File: config.mk
export PLATFORM = sky130hd
export DESIGN_NAME = slvdec_top
export DESIGN_NICKNAME = d
export VERILOG_FILES = /design/src/rtl/slvdec_pkg.sv /design/src/rtl/slvdec_base_match.sv /design/src/rtl/slvdec_offset_map.sv /design/src/rtl/slvdec_vector_regs.sv /design/src/rtl/slvdec_top.sv
export SDC_FILE = /design/constraint.sdc
export NUM_CORES = 1
export LEC_CHECK = 0
export BUFFER_PORTS_ARGS = -buffer_cell sky130_fd_sc_hd__buf_2
export CORE_MARGIN = 5
export CORE_UTILIZATION = 40
export DETAILED_ROUTE_END_ITERATION = 12
export PLACE_DENSITY = 0.84
export SLEW_MARGIN = 20
export SYNTH_ARGS = -nofsm -noshare
export SYNTH_HDL_FRONTEND = slang
export SYNTH_SLANG_ARGS = --single-unit
export TNS_END_PERCENT = 100
File: constraint.sdc
create_clock -name clk -period 2.5 [get_ports clk]
set_clock_uncertainty 0.05 [all_clocks]
set_input_delay 0.375 -clock clk [delete_from_list [all_inputs] [get_ports clk]]
set_output_delay 0.375 -clock clk [all_outputs]
set_load 0.02 [all_outputs]
File: src/rtl/slvdec_pkg.sv
package slvdec_pkg;
   localparam int OFF_W   = 18;
   localparam int NUM_RES = 9;

   typedef enum logic [3:0] {
      RES_SBUF, RES_EBUF, RES_SBC, RES_DADR, RES_DCNT,
      RES_SCSR, RES_ECSR, RES_VEC_LO, RES_VEC_HI
   } res_e;

   localparam logic [OFF_W-1:0] RES_BASE [NUM_RES] = '{
      18'h00000, 18'h20000, 18'h10000, 18'h1000A, 18'h1000E,
      18'h1001A, 18'h1FF02, 18'h1001E, 18'h1FF12
   };
   localparam int RES_LG [NUM_RES] = '{16, 17, 3, 1, 1, 1, 1, 0, 0};
endpackage

File: src/rtl/slvdec_base_match.sv
module slvdec_base_match #(
   parameter int ADDR_W     = 32,
   parameter int BASE_LSB   = 18,
   parameter int NARROW_MSB = 23,
   localparam int SW_W      = ADDR_W - BASE_LSB
) (
   input  logic [SW_W-1:0] addr_hi,
   input  logic [SW_W-1:0] sw_base,
   input  logic            narrow,
   output logic            match
);
   logic [SW_W-1:0] care;
   logic [SW_W-1:0] agree;

   for (genvar i = 0; i < SW_W; i++) begin : g_bit
      if (BASE_LSB + i <= NARROW_MSB) begin : g_always
         assign care[i] = 1'b1;
      end else begin : g_wide_only
         assign care[i] = ~narrow;
      end
      assign agree[i] = (addr_hi[i] == sw_base[i]) | ~care[i];
   end

   assign match = &agree;
endmodule

File: src/rtl/slvdec_offset_map.sv
module slvdec_offset_map
   import slvdec_pkg::*;
(
   input  logic               clk,
   input  logic               rst_n,
   input  logic               in_window,
   input  logic [OFF_W-1:0]   offset,
   output logic [NUM_RES-1:0] sel,
   output logic               miss
);
   logic [NUM_RES-1:0] hit;

   for (genvar i = 0; i < NUM_RES; i++) begin : g_res
      localparam int LG = RES_LG[i];
      if ((RES_BASE[i] & ((18'd1 << LG) - 18'd1)) != '0) begin : g_misaligned
         $error("resource %0d base not aligned to its size", i);
      end
      assign hit[i] = (offset >> LG) == (RES_BASE[i] >> LG);
   end

   assign sel  = in_window ? hit : '0;
   assign miss = in_window & ~(|hit);

   a_r3_sel_onehot: assert property (@(posedge clk) disable iff (!rst_n)
      $onehot0(sel));
   a_r4_miss_excl: assert property (@(posedge clk) disable iff (!rst_n)
      miss |-> (sel == '0));
endmodule

File: src/rtl/slvdec_vector_regs.sv
module slvdec_vector_regs #(
   parameter int VEC_W                  = 8,
   parameter logic [VEC_W-1:0] VEC_RESET = 8'h0F,
   parameter int LVL_W                  = 3,
   parameter int LO_LEVEL               = 2,
   parameter int HI_LEVEL               = 3
) (
   input  logic             clk,
   input  logic             rst_n,
   input  logic             wr_lo,
   input  logic             wr_hi,
   input  logic             rd_lo,
   input  logic             rd_hi,
   input  logic [VEC_W-1:0] wdata,
   input  logic             lo_flag,
   input  logic             lo_en,
   input  logic             hi_flag,
   input  logic             hi_en,
   input  logic             iack,
   input  logic [LVL_W-1:0] iack_level,
   output logic             irq_lo,
   output logic             irq_hi,
   output logic             claim,
   output logic [VEC_W-1:0] vec_data
);
   logic [VEC_W-1:0] vec_lo_q, vec_hi_q;
   logic             generic, lvl_lo, lvl_hi, pick_hi;

   always_ff @(posedge clk or negedge rst_n) begin
      if (!rst_n) begin
         vec_lo_q <= VEC_RESET;
         vec_hi_q <= VEC_RESET;
      end else begin
         if (wr_lo) vec_lo_q <= wdata;
         if (wr_hi) vec_hi_q <= wdata;
      end
   end

   assign irq_lo  = lo_flag & lo_en;
   assign irq_hi  = hi_flag & hi_en;
   assign generic = (iack_level == '0);
   assign lvl_lo  = (iack_level == LVL_W'(LO_LEVEL));
   assign lvl_hi  = (iack_level == LVL_W'(HI_LEVEL));
   assign pick_hi = irq_hi & (lvl_hi | generic);
   assign claim   = iack & (pick_hi | (irq_lo & (lvl_lo | generic)));

   always_comb begin
      if (claim)      vec_data = pick_hi ? vec_hi_q : vec_lo_q;
      else if (rd_lo) vec_data = vec_lo_q;
      else if (rd_hi) vec_data = vec_hi_q;
      else            vec_data = '0;
   end

   a_r7_claim_has_req: assert property (@(posedge clk) disable iff (!rst_n)
      claim |-> (irq_lo | irq_hi));
   a_r5_lo_hold: assert property (@(posedge clk) disable iff (!rst_n)
      !wr_lo |=> $stable(vec_lo_q));
   a_r5_hi_hold: assert property (@(posedge clk) disable iff (!rst_n)
      !wr_hi |=> $stable(vec_hi_q));
endmodule

File: src/rtl/slvdec_top.sv
module slvdec_top
   import slvdec_pkg::*;
#(
   parameter int ADDR_W                  = 32,
   parameter int NARROW_MSB              = 23,
   parameter int VEC_W                   = 8,
   parameter logic [VEC_W-1:0] VEC_RESET = 8'h0F,
   parameter int LVL_W                   = 3,
   parameter int LO_LEVEL                = 2,
   parameter int HI_LEVEL                = 3,
   localparam int SW_W                   = ADDR_W - OFF_W
) (
   input  logic               clk,
   input  logic               rst_n,
   input  logic               sw_mode_open,
   input  logic [SW_W-1:0]    sw_base,
   input  logic [ADDR_W-1:0]  addr,
   input  logic               addr_valid,
   input  logic               wr_en,
   input  logic [VEC_W-1:0]   wdata,
   input  logic               iack,
   input  logic [LVL_W-1:0]   iack_level,
   input  logic               lo_irq_flag,
   input  logic               lo_irq_en,
   input  logic               hi_irq_flag,
   input  logic               hi_irq_en,
   output logic [NUM_RES-1:0] sel,
   output logic               decode_miss,
   output logic               ack,
   output logic               irq_lo_req,
   output logic               irq_hi_req,
   output logic               iack_claim,
   output logic [VEC_W-1:0]   vec_data
);
   if (NARROW_MSB < OFF_W || NARROW_MSB >= ADDR_W) begin : g_bad_narrow
      $error("NARROW_MSB must lie inside the base field");
   end
   if (LO_LEVEL == HI_LEVEL || LO_LEVEL == 0 || HI_LEVEL == 0 ||
       HI_LEVEL >= (1 << LVL_W) || LO_LEVEL >= (1 << LVL_W)) begin : g_bad_level
      $error("interrupt levels must be distinct, nonzero and fit LVL_W");
   end

   logic match, in_window, accept, ack_q;

   slvdec_base_match #(
      .ADDR_W(ADDR_W), .BASE_LSB(OFF_W), .NARROW_MSB(NARROW_MSB)
   ) u_match (
      .addr_hi (addr[ADDR_W-1:OFF_W]),
      .sw_base (sw_base),
      .narrow  (sw_mode_open),
      .match   (match)
   );

   assign in_window = addr_valid & ~iack & match;

   slvdec_offset_map u_map (
      .clk       (clk),
      .rst_n     (rst_n),
      .in_window (in_window),
      .offset    (addr[OFF_W-1:0]),
      .sel       (sel),
      .miss      (decode_miss)
   );

   assign accept = |sel;

   slvdec_vector_regs #(
      .VEC_W(VEC_W), .VEC_RESET(VEC_RESET), .LVL_W(LVL_W),
      .LO_LEVEL(LO_LEVEL), .HI_LEVEL(HI_LEVEL)
   ) u_vec (
      .clk        (clk),
      .rst_n      (rst_n),
      .wr_lo      (sel[int'(RES_VEC_LO)] & wr_en),
      .wr_hi      (sel[int'(RES_VEC_HI)] & wr_en),
      .rd_lo      (sel[int'(RES_VEC_LO)] & ~wr_en),
      .rd_hi      (sel[int'(RES_VEC_HI)] & ~wr_en),
      .wdata      (wdata),
      .lo_flag    (lo_irq_flag),
      .lo_en      (lo_irq_en),
      .hi_flag    (hi_irq_flag),
      .hi_en      (hi_irq_en),
      .iack       (iack),
      .iack_level (iack_level),
      .irq_lo     (irq_lo_req),
      .irq_hi     (irq_hi_req),
      .claim      (iack_claim),
      .vec_data   (vec_data)
   );

   always_ff @(posedge clk or negedge rst_n) begin
      if (!rst_n) ack_q <= 1'b0;
      else        ack_q <= accept | iack_claim;
   end
   assign ack = ack_q;

   a_r10_quiet_in_iack: assert property (@(posedge clk) disable iff (!rst_n)
      iack |-> (sel == '0 && !decode_miss));
   a_r9_ack_cause: assert property (@(posedge clk) disable iff (!rst_n)
      ack |-> $past(addr_valid | iack));
endmodule

======== Yosys cells after proc, flatten, opt, wreduce, memory -nomap -nowiden ========
Cells that the tools add are included.
storage, ports and cells
  output and inout port bits .............. 22
  register bits ........................... 17
  bits of input ports ..................... 67
  logic and storage cells ................. 63
operators by class
  equal/unequal tests ..................... 23
  bitwise gates (word level) .............. 27
  muxes and demuxes ....................... 5
  reduce and logical (&&, ||, !) cells .... 5
operators with widths
  kind                  count
  $eq 17x16->1 const B  4
  $eq 18x17->1 const B  2
  $mux 8                4
  $logic_not 18->1      1
  $reduce_or 9->1       2
  $eq 15x14->1 const B  1
  $eq 1x1->1            14
  $reduce_and 14->1     1
  $and 1x1->1           12
  $or 1x1->1            12
  $mux 9                1
  $eq 3x2->1 const B    2
  $logic_not 3->1       1
  $not 1->1             3

======== Depth between registers and ports, before layout ========
Gate-level depths: netlist (run 1).
  depth in word-level cells ............... 9
  depth in mapped cells ................... 6
  gate-level depth less buffers ........... 5

======== Modules after synthesis ========
From an unflattened synthesis (run 1), not the netlist that was laid out.
second synthesis, totals
  cells, all modules ...................... 160
  area total of the unflattened synthesis .. 1341.3 µm²
by module, submodules not included
  module              times used  cells each  area an instance (µm²)
  slvdec_vector_regs  1           97          855.8
  slvdec_offset_map   1           33          246.5
  slvdec_base_match   1           19          158.9
  slvdec_top          1           11          80.1

======== Least setup slack after synthesis (run 1) ========
OpenSTA, ideal clock, no wires.
  path kind ............................... input port to output port
  start ................................... in sw_base[0]
  end ..................................... out decode_miss
  arrival time ............................ 2.432 ns
  data required time ...................... 2.075 ns
  stages .................................. 6
  setup slack ............................. -0.357 ns
  cells stage by stage .................... xor2_1 > nor4_1 > nand3_1 > or2_2 > clkbuf_1 > nor4b_1
between the ends
  word-level cells in the longest chain between the ends .. 4
RTL lines
  item               RTL line                 RTL
  from (decl)        slvdec_top.sv:16         input logic [SW_W-1:0] sw_base,
  $eq 1x1->1         slvdec_base_match.sv:21  assign agree[i] = (addr_hi[i] == sw_base[i]) | ~care[i];
  $reduce_and 14->1  slvdec_base_match.sv:24  assign match = &agree;
  $and 1x1->1        slvdec_top.sv:54         assign in_window = addr_valid & ~iack & match;
  $and 1x1->1        slvdec_offset_map.sv:22  assign miss = in_window & ~(|hit);
  to (decl)          slvdec_top.sv:28         output logic decode_miss,
No other way between the ends.

======== Worst setup path after layout (run 1) ========
  start ................................... in addr[7]
  end ..................................... out vec_data[7]
between the ends
  word-level cells in the longest chain between the ends .. 6
  elaborated cells on any way between the ends .. 8
  those cells by class .................... eq/ne: 2; mux: 4; bitwise: 2
RTL lines
  item          RTL line                  RTL
  from (decl)   slvdec_top.sv:17          input logic [ADDR_W-1:0] addr,
  $eq 18x17->1  slvdec_offset_map.sv:18   assign hit[i] = (offset >> LG) == (RES_BASE[i] >> LG);
  $mux 9 (*)    slvdec_offset_map.sv:21   assign sel = in_window ? hit : '0;
  $and 1x1->1   slvdec_top.sv:76          .rd_hi (sel[int'(RES_VEC_HI)] & ~wr_en),
  $mux 8        slvdec_vector_regs.sv:50  else if (rd_hi) vec_data = vec_hi_q;
  $mux 8 (*)    slvdec_vector_regs.sv:49  else if (rd_lo) vec_data = vec_lo_q;
  $mux 8 (*)    slvdec_vector_regs.sv:48  if (claim) vec_data = pick_hi ? vec_hi_q : vec_lo_q;
  to (decl)     slvdec_top.sv:33          output logic [VEC_W-1:0] vec_data
Mark *: on every way between the ends. The rest lies on a longest branch, timed or not.

==> results of run 1 <==
-- area by class of cell --
| cell class | instances | area [um2] | area share [%] |
|---|---|---|---|
| repair buffers | 104 | 632 | 31.6 |
| well taps | 33 | 41.3 | 2.06 |
| multi-input cells | 91 | 847 | 42.3 |
| clock buffers | 4 | 26.3 | 1.31 |
| inverters | 5 | 18.8 | 0.938 |
| flip-flops and latches | 17 | 435 | 21.8 |
-- flip-flops by register name, indices dropped and copies added, names as in the netlist --
| name | flops |
|---|---|
| ack | 1 |
| u_vec.vec_hi_q | 8 |
| u_vec.vec_lo_q | 8 |
-- worst max path at each step --
stage / startpoint / end / depth (start not counted)
2_1_floorplan: sw_base[0] / decode_miss / 6
6_report: addr[7] / vec_data[7] / 8
5_1_grt: addr[7] / vec_data[7] / 8
4_1_cts: addr[7] / vec_data[5] / 8
3_5_place_dp: addr[7] / vec_data[5] / 8
3_3_place_gp: addr[7] / vec_data[7] / 8
-- layout by cell type, fill, tap and decap left out, types with 2 or more instances in the layout --
cell type  netlist  final
clkbuf_4         0      3
dfrtp_1          9      9
xor2_1          14     14
or3_1            2      2
nor3_1           5      5
a21oi_1          2      2
nor4_2           0      5
a22o_1           8      3
nor4_4           2      2
nand2b_1         3      3
a22o_4           0      5
nand4b_1         3      3
nor2_1           5      5
nand3_1          2      2
nor4b_2          0      2
buf_4            0     14
nand2_1          3      3
nand4_1          2      2
mux2_2          16     16
buf_6            0      9
inv_1            5      5
dfstp_2          8      8
nor4_1           9      4
buf_2            0     79
-- per-stage QoR --
| stage | util [%] | std cells | instance area [um2] | worst slack [ps] | hold WS [ps] |
|---|---|---|---|---|---|
| floorplan | - | 115 | 1300 | -150 | 29.4 |
| finish | 67.2 | 254 | 2000 | -71.6 | 285 |
| CTS | 67.2 | 254 | 2000 | -113 | 274 |
| global route | 67.2 | 254 | 2000 | -128 | 275 |
| global placement | 63.5 | 248 | 1890 | -120 | 255 |
| detailed placement | 63.5 | 248 | 1890 | -142 | 259 |
-- Yosys cell counts, drive strengths merged (2+ instances only) --
cell,n,area share (%)
nand3,2,0.82
or3,3,2.0
or2,2,1.0
nor4b,2,1.4
nand2,3,0.92
dfstp,8,17
nand4,2,1.0
a22o,8,5.7
dfrtp,9,18
clkbuf,2,0.62
inv,5,1.5
a21oi,2,0.82
xor2,14,10
o31ai,3,3.4
nor2,5,1.5
nand4b,3,2.2
nor4,11,8.1
nand2b,3,1.5
mux2,16,15
nor3,5,2.1
-- layer usage --
layer  routed length (um)  track usage, %
met1                 1500            20.0
met3                  193            4.10
met5                    0               0
met4                   21            4.92
met2                 2020            33.5
-- power by group through the flow --
| stage | combinational [mW] | clock [mW] | sequential [mW] |
|---|---|---|---|
| after floorplan | 0.0424 | 0 | 0.282 |
| after global placement | 0.123 | 0 | 0.281 |
| after detailed placement | 0.127 | 0 | 0.281 |
| after CTS | 0.131 | 0.147 | 0.276 |
| after global routing | 0.144 | 0.156 | 0.276 |
| final | 0.130 | 0.139 | 0.276 |
-- cells by family (layout without fill, tap and decap cells) --
family	Yosys count	count (layout)	synth area share (%)
buffers and inverters	7	113	2.16
AND/OR/NAND/NOR	43	43	24.1
multiplexers	16	16	14.8
XOR/XNOR	15	15	10.8
flip-flops	17	17	35.7
AO/OA/AOI/OAI	17	17	12.4
-- repair_timing --
item,in CTS,in global routing
endpoints found under the hold margin,9,0
resized for setup,19,0
cloned,0,0
hold buffers,1,0
setup endpoints to repair,13,9
pin swaps,6,2
setup buffers,1,0
==> reports/metrics.csv, run 1 <==
stage,metric,value,unit
sta,final_max_slew_viol_count,0,
floorplanning,die_h,65.2,um
sta,min_period_over_period,103,%
detailed_routing,avgViaCountPerCell,5.21,
finish,diodes,0,
synth,netlist_instances,115,
power_and_ir_drop,p_comb_share,23.9,%
sta,tightestPinTransition,503,ps
detailed_routing,drtAntennaViolNets,0,
placement,portBuffers,88,
global_routing,grt_pass1_wl,6.09,mm
synth,synth_edf_count,0,
floorplanning,rows,20,
global_routing,grt_overflow,0,
placement,gp_congestion,0.871,
setup_path,worstSetupPathType,input pin to output pin,
setup_path,required,2080,ps
setup_path,r2r_start,u_vec.vec_lo_q[4],
setup_path,startpoint_type,input pin,
finish,drive_gt1_share,67.9,%
synth,yosys_register_bits,17,
power_and_ir_drop,p_sw_share,25.8,%
setup_path,crit_path_frequent_cell,buf_6,
clocking,tritoncts,built,
setup_path,cp-end-kind,output pin,
synth,synth_ff_type,dfrtp_1,
clocking,cts_buffer_depth,2,
detailed_routing,drt_pass1_iterations,4,
sta,max-slew-margin-rel,66.3,%
clocking,cts_buffers,3,
setup_path,path_cells,"buf_6, nand4b_1, or3_4, or4_4, o31ai_4, buf_12, a22o_1, buf_6",
status,violations,negative setup slack,
sta,fin_ws,-71.6,ps
power_and_ir_drop,p_leak,1.01,nW
floorplanning,core,2980,um2
synth,async_flop_share,100,%
detailed_routing,drc,0,
global_routing,grt_max_degree,18,
status,outcome,finished with violations,
sta,rsz0062_at_grt,yes,
setup_path,path_delay_family,simple AND/OR/NAND/NOR gates,
setup_path,crit_slowest_cell,or4_4,
sta,hold_viol_final,0,
sta,tns,-155,ps
floorplanning,io_pins,89,
power_and_ir_drop,power,0.546,mW
synth,avgSynthCellArea,10.6,um2
worst_hold_path,min_path_type,input pin to flip-flop,
worst_hold_path,hold_start,wdata[3],
synth,ys_warn_count,0,
floorplanning,die_x,65.2,um
setup_path,cpPeakStageDelay,440,ps
clocking,clock_sinks,17,
floorplanning,dieArea,4250,um2
setup_path,rrSetupSlack,1680,ps
clocking,root_buffer,clkbuf_4,
synth,syn-num-nets,182,
synth,ys_seq_area_share,35.7,%
setup_path,critPathMaxFanout,8,
setup_path,worst_r2r_endpoint,u_vec.vec_lo_q[4],
setup_path,reg2reg_depth,1,
power_and_ir_drop,cellPowerDensity,273,nW/um2
placement,dp_hpwl,3.09,mm
power_and_ir_drop,clkPwrFrac,25.5,%
synth,ys_types,31,
setup_path,cp.arrival,2150,ps
worst_hold_path,hold_depth,2,
sta,setup_viol,6,
clocking,path_clk_slew,90,ps
clocking,clkLatencyLatePin,280,ps
power_and_ir_drop,switchingPower,0.141,mW
power_and_ir_drop,max-vdd-ir-drop,0.000286,V
detailed_routing,vias,1323,
detailed_routing,wl_per_cell,14.7,um
detailed_routing,drtIter0Drc,60,
worst_hold_path,min_to,u_vec.vec_lo_q[3],
power_and_ir_drop,p_seq_share,50.6,%
global_routing,grt_usage,17.9,%
sta,fmax,0.389,GHz
detailed_routing,wl,3.73,mm
finish,syn2layout_area_growth,64.2,%
finish,n_fill_cell,239,
sta,post-route-min-period,2570,ps
global_routing,grt_pass1_vias,1398,
clocking,h-tree-depth,1,
floorplanning,start_util,40.9,%
power_and_ir_drop,p_int,0.405,mW
finish,fin_nets,289,
synth,synthesis.area,1220,um2
setup_path,crit_buf_inv,3,
global_routing,antenna_found_initial,0,
job,cap_violations,0,
Power figures use the tool's default switching activity.
==> run 2, diff against run 1 <==
- CELL_PAD_IN_SITES_DETAIL_PLACEMENT: unset -> 2
- CELL_PAD_IN_SITES_GLOBAL_PLACEMENT: unset -> 2
- CORE_UTILIZATION: 40 -> 22
- CTS_CLUSTER_DIAMETER: unset -> 40
- PLACE_DENSITY: 0.84 -> 0.85
==> reports/metrics.csv, run 2 (synthesized netlist as in run 1, its figures left out) <==
stage,metric,value,unit,change
setup_path,cp-end-kind,output pin,,
worst_hold_path,min_path_type,input pin to flip-flop,,
floorplanning,dieArea,7130,um2,+68%
finish,fin_nets,292,,+1.0%
sta,hold_ws,315,ps,+30.1 ps
setup_path,cp.arrival,2210,ps,+60 ps
clocking,clkLatencyLatePin,250,ps,-30 ps
floorplanning,io_pins,89,,unchanged
clocking,path_clk_slew,70,ps,-20 ps
floorplanning,rows,27,,+35%
job,cap_violations,0,,unchanged
worst_hold_path,hold_start,wdata[5],,
placement,place_ws,-181,ps,-38.5 ps
detailed_routing,drtIter0Drc,10,,-83%
sta,post-route-min-period,2630,ps,+59.4 ps
floorplanning,start_util,22.4,%,-19 points
global_routing,grt_pass1_vias,1632,,+17%
clocking,clock_sinks,17,,unchanged
finish,mostFrequentLayoutCell,buf_2,,
detailed_routing,wl_per_cell,16.6,um,+13%
setup_path,worstSetupPathType,input pin to output pin,,
sta,fin_ws,-131,ps,-59.4 ps
setup_path,reg2reg_depth,1,,unchanged
sta,hold_viol_final,0,,unchanged
finish,utilization,38.0,%,-29 points
clocking,h-tree-depth,1,,unchanged
detailed_routing,drc,0,,unchanged
worst_hold_path,min_to,u_vec.vec_lo_q[5],,
global_routing,grt_overflow,0,,unchanged
detailed_routing,avgViaCountPerCell,4.72,,-9.5%
finish,layout_common_cells,"buf_2, buf_4, mux2_2, xor2_1, dfrtp_1",,
clocking,root_buffer,clkbuf_8,,
power_and_ir_drop,p_leak,1.03,nW,+2.0%
sta,fmax,0.380,GHz,-2.3%
sta,min_period_over_period,105,%,+2.4 points
detailed_routing,drt_pass1_iterations,4,,unchanged
status,outcome,finished with violations,,
clocking,cts_buffer_depth,2,,unchanged
setup_path,critPathMaxFanout,5,,-3
placement,portBuffers,88,,unchanged
setup_path,rrSetupSlack,1650,ps,-30 ps
sta,setup_viol,8,,+2
status,violations,negative setup slack,,
power_and_ir_drop,power,0.619,mW,+13%
global_routing,grt_usage,14.1,%,-3.8 points
power_and_ir_drop,cellPowerDensity,300,nW/um2,+9.9%
sta,tns,-862,ps,-707 ps
finish,drive_gt1_share,68.8,%,+0.88 points
global_routing,grt_pass1_wl,8.12,mm,+33%
sta,rsz0062_at_grt,yes,,
detailed_routing,wl,4.91,mm,+32%
clocking,cts_buffers,3,,unchanged
setup_path,startpoint_type,input pin,,
sta,final_max_slew_viol_count,0,,unchanged
placement,gp_congestion,0.792,,-9.1%
finish,diodes,0,,unchanged
setup_path,required,2080,ps,about the same
global_routing,antenna_found_initial,0,,unchanged
setup_path,worst_r2r_endpoint,u_vec.vec_hi_q[4],,
detailed_routing,vias,1396,,+5.5%
floorplanning,die_h,84.4,um,+29%
worst_hold_path,hold_depth,2,,unchanged
floorplanning,core,5440,um2,+83%
detailed_routing,drtAntennaViolNets,0,,unchanged
finish,syn2layout_area_growth,69.4,%,
clocking,tritoncts,built,,
sta,max-slew-margin-rel,70.6,%,+4.3 points
power_and_ir_drop,max-vdd-ir-drop,0.000251,V,-12%
global_routing,grt_max_degree,18,,unchanged
placement,dp_hpwl,4.25,mm,+37%
setup_path,r2r_start,u_vec.vec_hi_q[4],,
sta,tightestPinTransition,438,ps,-64.4 ps
floorplanning,die_x,84.4,um,+29%
==> run 2: changes by cell type in the layout (fill, tap and decap cells not counted), sizes merged <==
cell,previous run,this run
buf,103,106
clkbuf,4,3
clkinv,0,1
==> run 2: worst max-delay path by stage <==
stage | from | end | slack [ps] | cells past startpoint
floorplan | sw_base[0] | decode_miss | -150 | 6
global placement | addr[7] | vec_data[6] | -140 | 8
detailed placement | addr[7] | vec_data[7] | -180 | 8
CTS | addr[7] | vec_data[7] | -150 | 8
global route | addr[7] | vec_data[2] | -200 | 8
finish | addr[7] | vec_data[7] | -130 | 8
==> run 2: through the flow <==
step                      instances  area [um2]
after CTS                       296        2060
after global placement          291        1960
after global routing            296        2060
after floorplan                 115        1300
final                           296        2060
after detailed placement        291        1960
==> run 2: power by group <==
part	total, mW	leakage (nW)	internal [mW]	switching, mW
registers	0.276	0.208	0.276	0.000122
logic	0.135	0.796	0.0670	0.0678
clock network	0.208	0.0255	0.111	0.0971
==> run 2: per-layer routing <==
| layer | GRT usage [%] | vias to the layer above | share of wire (%) |
|---|---|---|---|
| met2 | 28.0 | 49 | 55 |
| met3 | 3.43 | 2 | 6.6 |
| met4 | 1.73 | 0 | 0.22 |
| met1 | 15.3 | 688 | 38 |
| met5 | 0 | - | 0 |
| li1 | - | 657 | - |
==> run 2: critical path, cell delays in order <==
cell and delay, ps:
buf_6 90, nand4b_1 170, or3_4 390, or4_4 510
o31ai_4 210, buf_6 160, a22o_1 170, buf_6 120
==> run 2: cell type report <==
| class | count | area [um2] |
|---|---|---|
| multi-input cells | 91 | 847 |
| clock buffers | 3 | 41.3 |
| clock inverters | 1 | 5.00 |
| well taps | 72 | 90.1 |
| flip-flops and latches | 17 | 435 |
| repair buffers | 107 | 627 |
| inverters | 5 | 18.8 |
| fillers | 627 | 3370 |
==> run 2: repair_timing <==
action,4_1_cts,5_1_grt
hold endpoints to repair,9,0
hold buffers,1,0
pin swaps,2,0
buffers inserted,0,0
resized for setup,14,0
endpoints found under the setup margin,16,8
==> run 3, diff against run 2 <==
- CORE_UTILIZATION: 22 -> 20
- PLACE_DENSITY: 0.85 -> 0.82
- RECOVER_POWER: unset -> 25
- clock period: 2.5 -> 2.3 ns (I/O delays scaled with it)
==> reports/metrics.csv, run 3 (synthesized netlist as in run 1, its figures left out) <==
stage,metric,value,unit,change
setup_path,critPathMaxFanout,8,,+3
sta,hold_ws,298,ps,-17.3 ps
sta,fmax,0.389,GHz,
setup_path,cp-end-kind,output pin,,
sta,post-route-min-period,2570,ps,
placement,dp_hpwl,4.23,mm,-0.52%
global_routing,antenna_found_initial,0,,unchanged
clocking,path_clk_slew,60,ps,about the same
sta,tightestPinTransition,905,ps,+467 ps
setup_path,startpoint_type,input pin,,
setup_path,crit_slowest_cell,or4_4,,
clocking,clock_sinks,17,,unchanged
finish,diodes,0,,unchanged
status,violations,negative setup slack,,
finish,mostFrequentLayoutCell,buf_2,,
floorplanning,die_h,88.1,um,+4.3%
setup_path,required,1900,ps,-180 ps
finish,layout_common_cells,"buf_2, buf_4, buf_6, mux2_2, xor2_1",,
clocking,clkLatencyLatePin,240,ps,about the same
job,cap_violations,0,,unchanged
status,outcome,finished with violations,,
global_routing,grt_usage,13.3,%,-0.79 points
setup_path,crit_path_frequent_cell,buf_6,,
clocking,h-tree-depth,1,,unchanged
finish,fin_cells,309,,+4.4%
sta,rsz0062_at_grt,yes,,
sta,fin_ws,-272,ps,-141 ps
sta,min_period_over_period,112,%,
global_routing,grt_pass1_vias,1654,,+1.3%
worst_hold_path,min_path_type,input pin to flip-flop,,
placement,place_ws,-361,ps,-180 ps
floorplanning,rows,28,,+3.7%
finish,fin_nets,302,,+3.4%
placement,dp.cells,300,,+3.1%
detailed_routing,vias,1399,,+0.21%
sta,final_max_slew_viol_count,0,,unchanged
floorplanning,dieArea,7750,um2,+8.8%
placement,portBuffers,88,,unchanged
power_and_ir_drop,max-vdd-ir-drop,0.000452,V,+80%
floorplanning,core,5920,um2,+8.9%
floorplanning,start_util,20.6,%,-1.8 points
setup_path,cp.arrival,2180,ps,-30 ps
placement,gp_congestion,0.732,,-7.6%
detailed_routing,drtAntennaViolNets,0,,unchanged
finish,drive_gt1_share,71.8,%,+3.0 points
sta,hold_viol_final,0,,unchanged
floorplanning,io_pins,89,,unchanged
floorplanning,die_x,88.1,um,+4.3%
power_and_ir_drop,cellPowerDensity,294,nW/um2,-1.9%
detailed_routing,wl,5.20,mm,+5.9%
clocking,cts_buffer_depth,2,,unchanged
sta,max-slew-margin-rel,39.6,%,-31 points
power_and_ir_drop,p_leak,1.12,nW,+8.6%
detailed_routing,drt_pass1_iterations,2,,-2
clocking,tritoncts,built,,
detailed_routing,avgViaCountPerCell,4.53,,-4.0%
global_routing,grt_overflow,0,,unchanged
sta,setup_viol,12,,+4
detailed_routing,drtIter0Drc,18,,+8
power_and_ir_drop,power,0.690,mW,+12%
finish,syn2layout_area_growth,92.5,%,
detailed_routing,drc,0,,unchanged
clocking,cts_buffers,3,,unchanged
setup_path,worstSetupPathType,input pin to output pin,,
global_routing,grt_max_degree,18,,unchanged
clocking,root_buffer,clkbuf_8,,
setup_path,cpPeakStageDelay,510,ps,about the same
setup_path,path_cells,"buf_6, nand4b_1, or3_4, or4_4, o31ai_4, buf_12, a22o_1, buf_6",,
detailed_routing,wl_per_cell,16.8,um,+1.5%
global_routing,grt_pass1_wl,8.11,mm,-0.17%
==> run 3: cell types whose count changed in the layout (fill, tap and decap cells not counted), sizes merged <==
cell,delta
clkinv,-1
or2,+1
buf,+8
clkbuf,+2
==> run 3: layout make-up <==
cell class / count / area, um2
clock buffers: 4 / 45.0
fillers: 661 / 3570
inverters: 5 / 18.8
multi-input cells: 92 / 971
flip-flops and latches: 17 / 435
well taps: 75 / 93.8
repair buffers: 116 / 782
==> run 3: critical path: cells and delay by family <==
| kind | cells | cell delay, ps |
|---|---|---|
| buffers and inverters | 3 | 370 |
| AOI/OAI and AO/OA | 2 | 390 |
| and+or+nand+nor | 3 | 1050 |
==> run 3: metal layers <==
metal	up-vias	routed length, um	track usage (%)	share of wire (%)
li1	673	-	-	-
met1	684	1900	14.7	37
met2	42	2970	26.9	57
met3	0	334	3.39	6.4
met4	0	0	0	0
met5	-	0	0	0
==> run 3: timing repair <==
item / in CTS / in global routing
resized for setup: 34 / 21
gates cloned: 1 / 0
pin swaps: 11 / 10
hold endpoints to repair: 9 / 0
hold buffers: 1 / 0
setup buffers: 1 / 2
endpoints found under the setup margin: 18 / 21
==> run 3: where the power goes <==
part / switching, mW / internal [mW]
clock network: 0.0908 / 0.123
logic: 0.0906 / 0.0857
registers: 0.000176 / 0.300
total: 0.182 / 0.509
==> run 3: path summary, 6_finish.rpt <==
| path | from | to | cells past startpoint | slack, ps |
|---|---|---|---|---|
| worst max-delay path | addr[7] | vec_data[4] | 8 | -270 |
| max in group asynchronous | rst_n | u_vec.vec_lo_q[7] | 2 | 950 |
| worst max register to register | u_vec.vec_lo_q[6] | u_vec.vec_lo_q[6] | 1 | 1480 |
| min in group asynchronous | rst_n | u_vec.vec_hi_q[6] | 2 | 700 |
| worst min register to register | u_vec.vec_lo_q[4] | u_vec.vec_lo_q[4] | 1 | 460 |
| worst min-delay path | wdata[5] | u_vec.vec_lo_q[5] | 2 | 300 |
==> run 3: per-stage QoR <==
stage	cell area, um2	TNS [ps]	utilization (%)
after floorplan	1330	-1410	-
after global placement	2040	-4900	34.5
after detailed placement	2040	-6610	34.5
after CTS	2230	-2180	37.6
after global routing	2350	-3370	39.6
final	2350	-2200	39.6
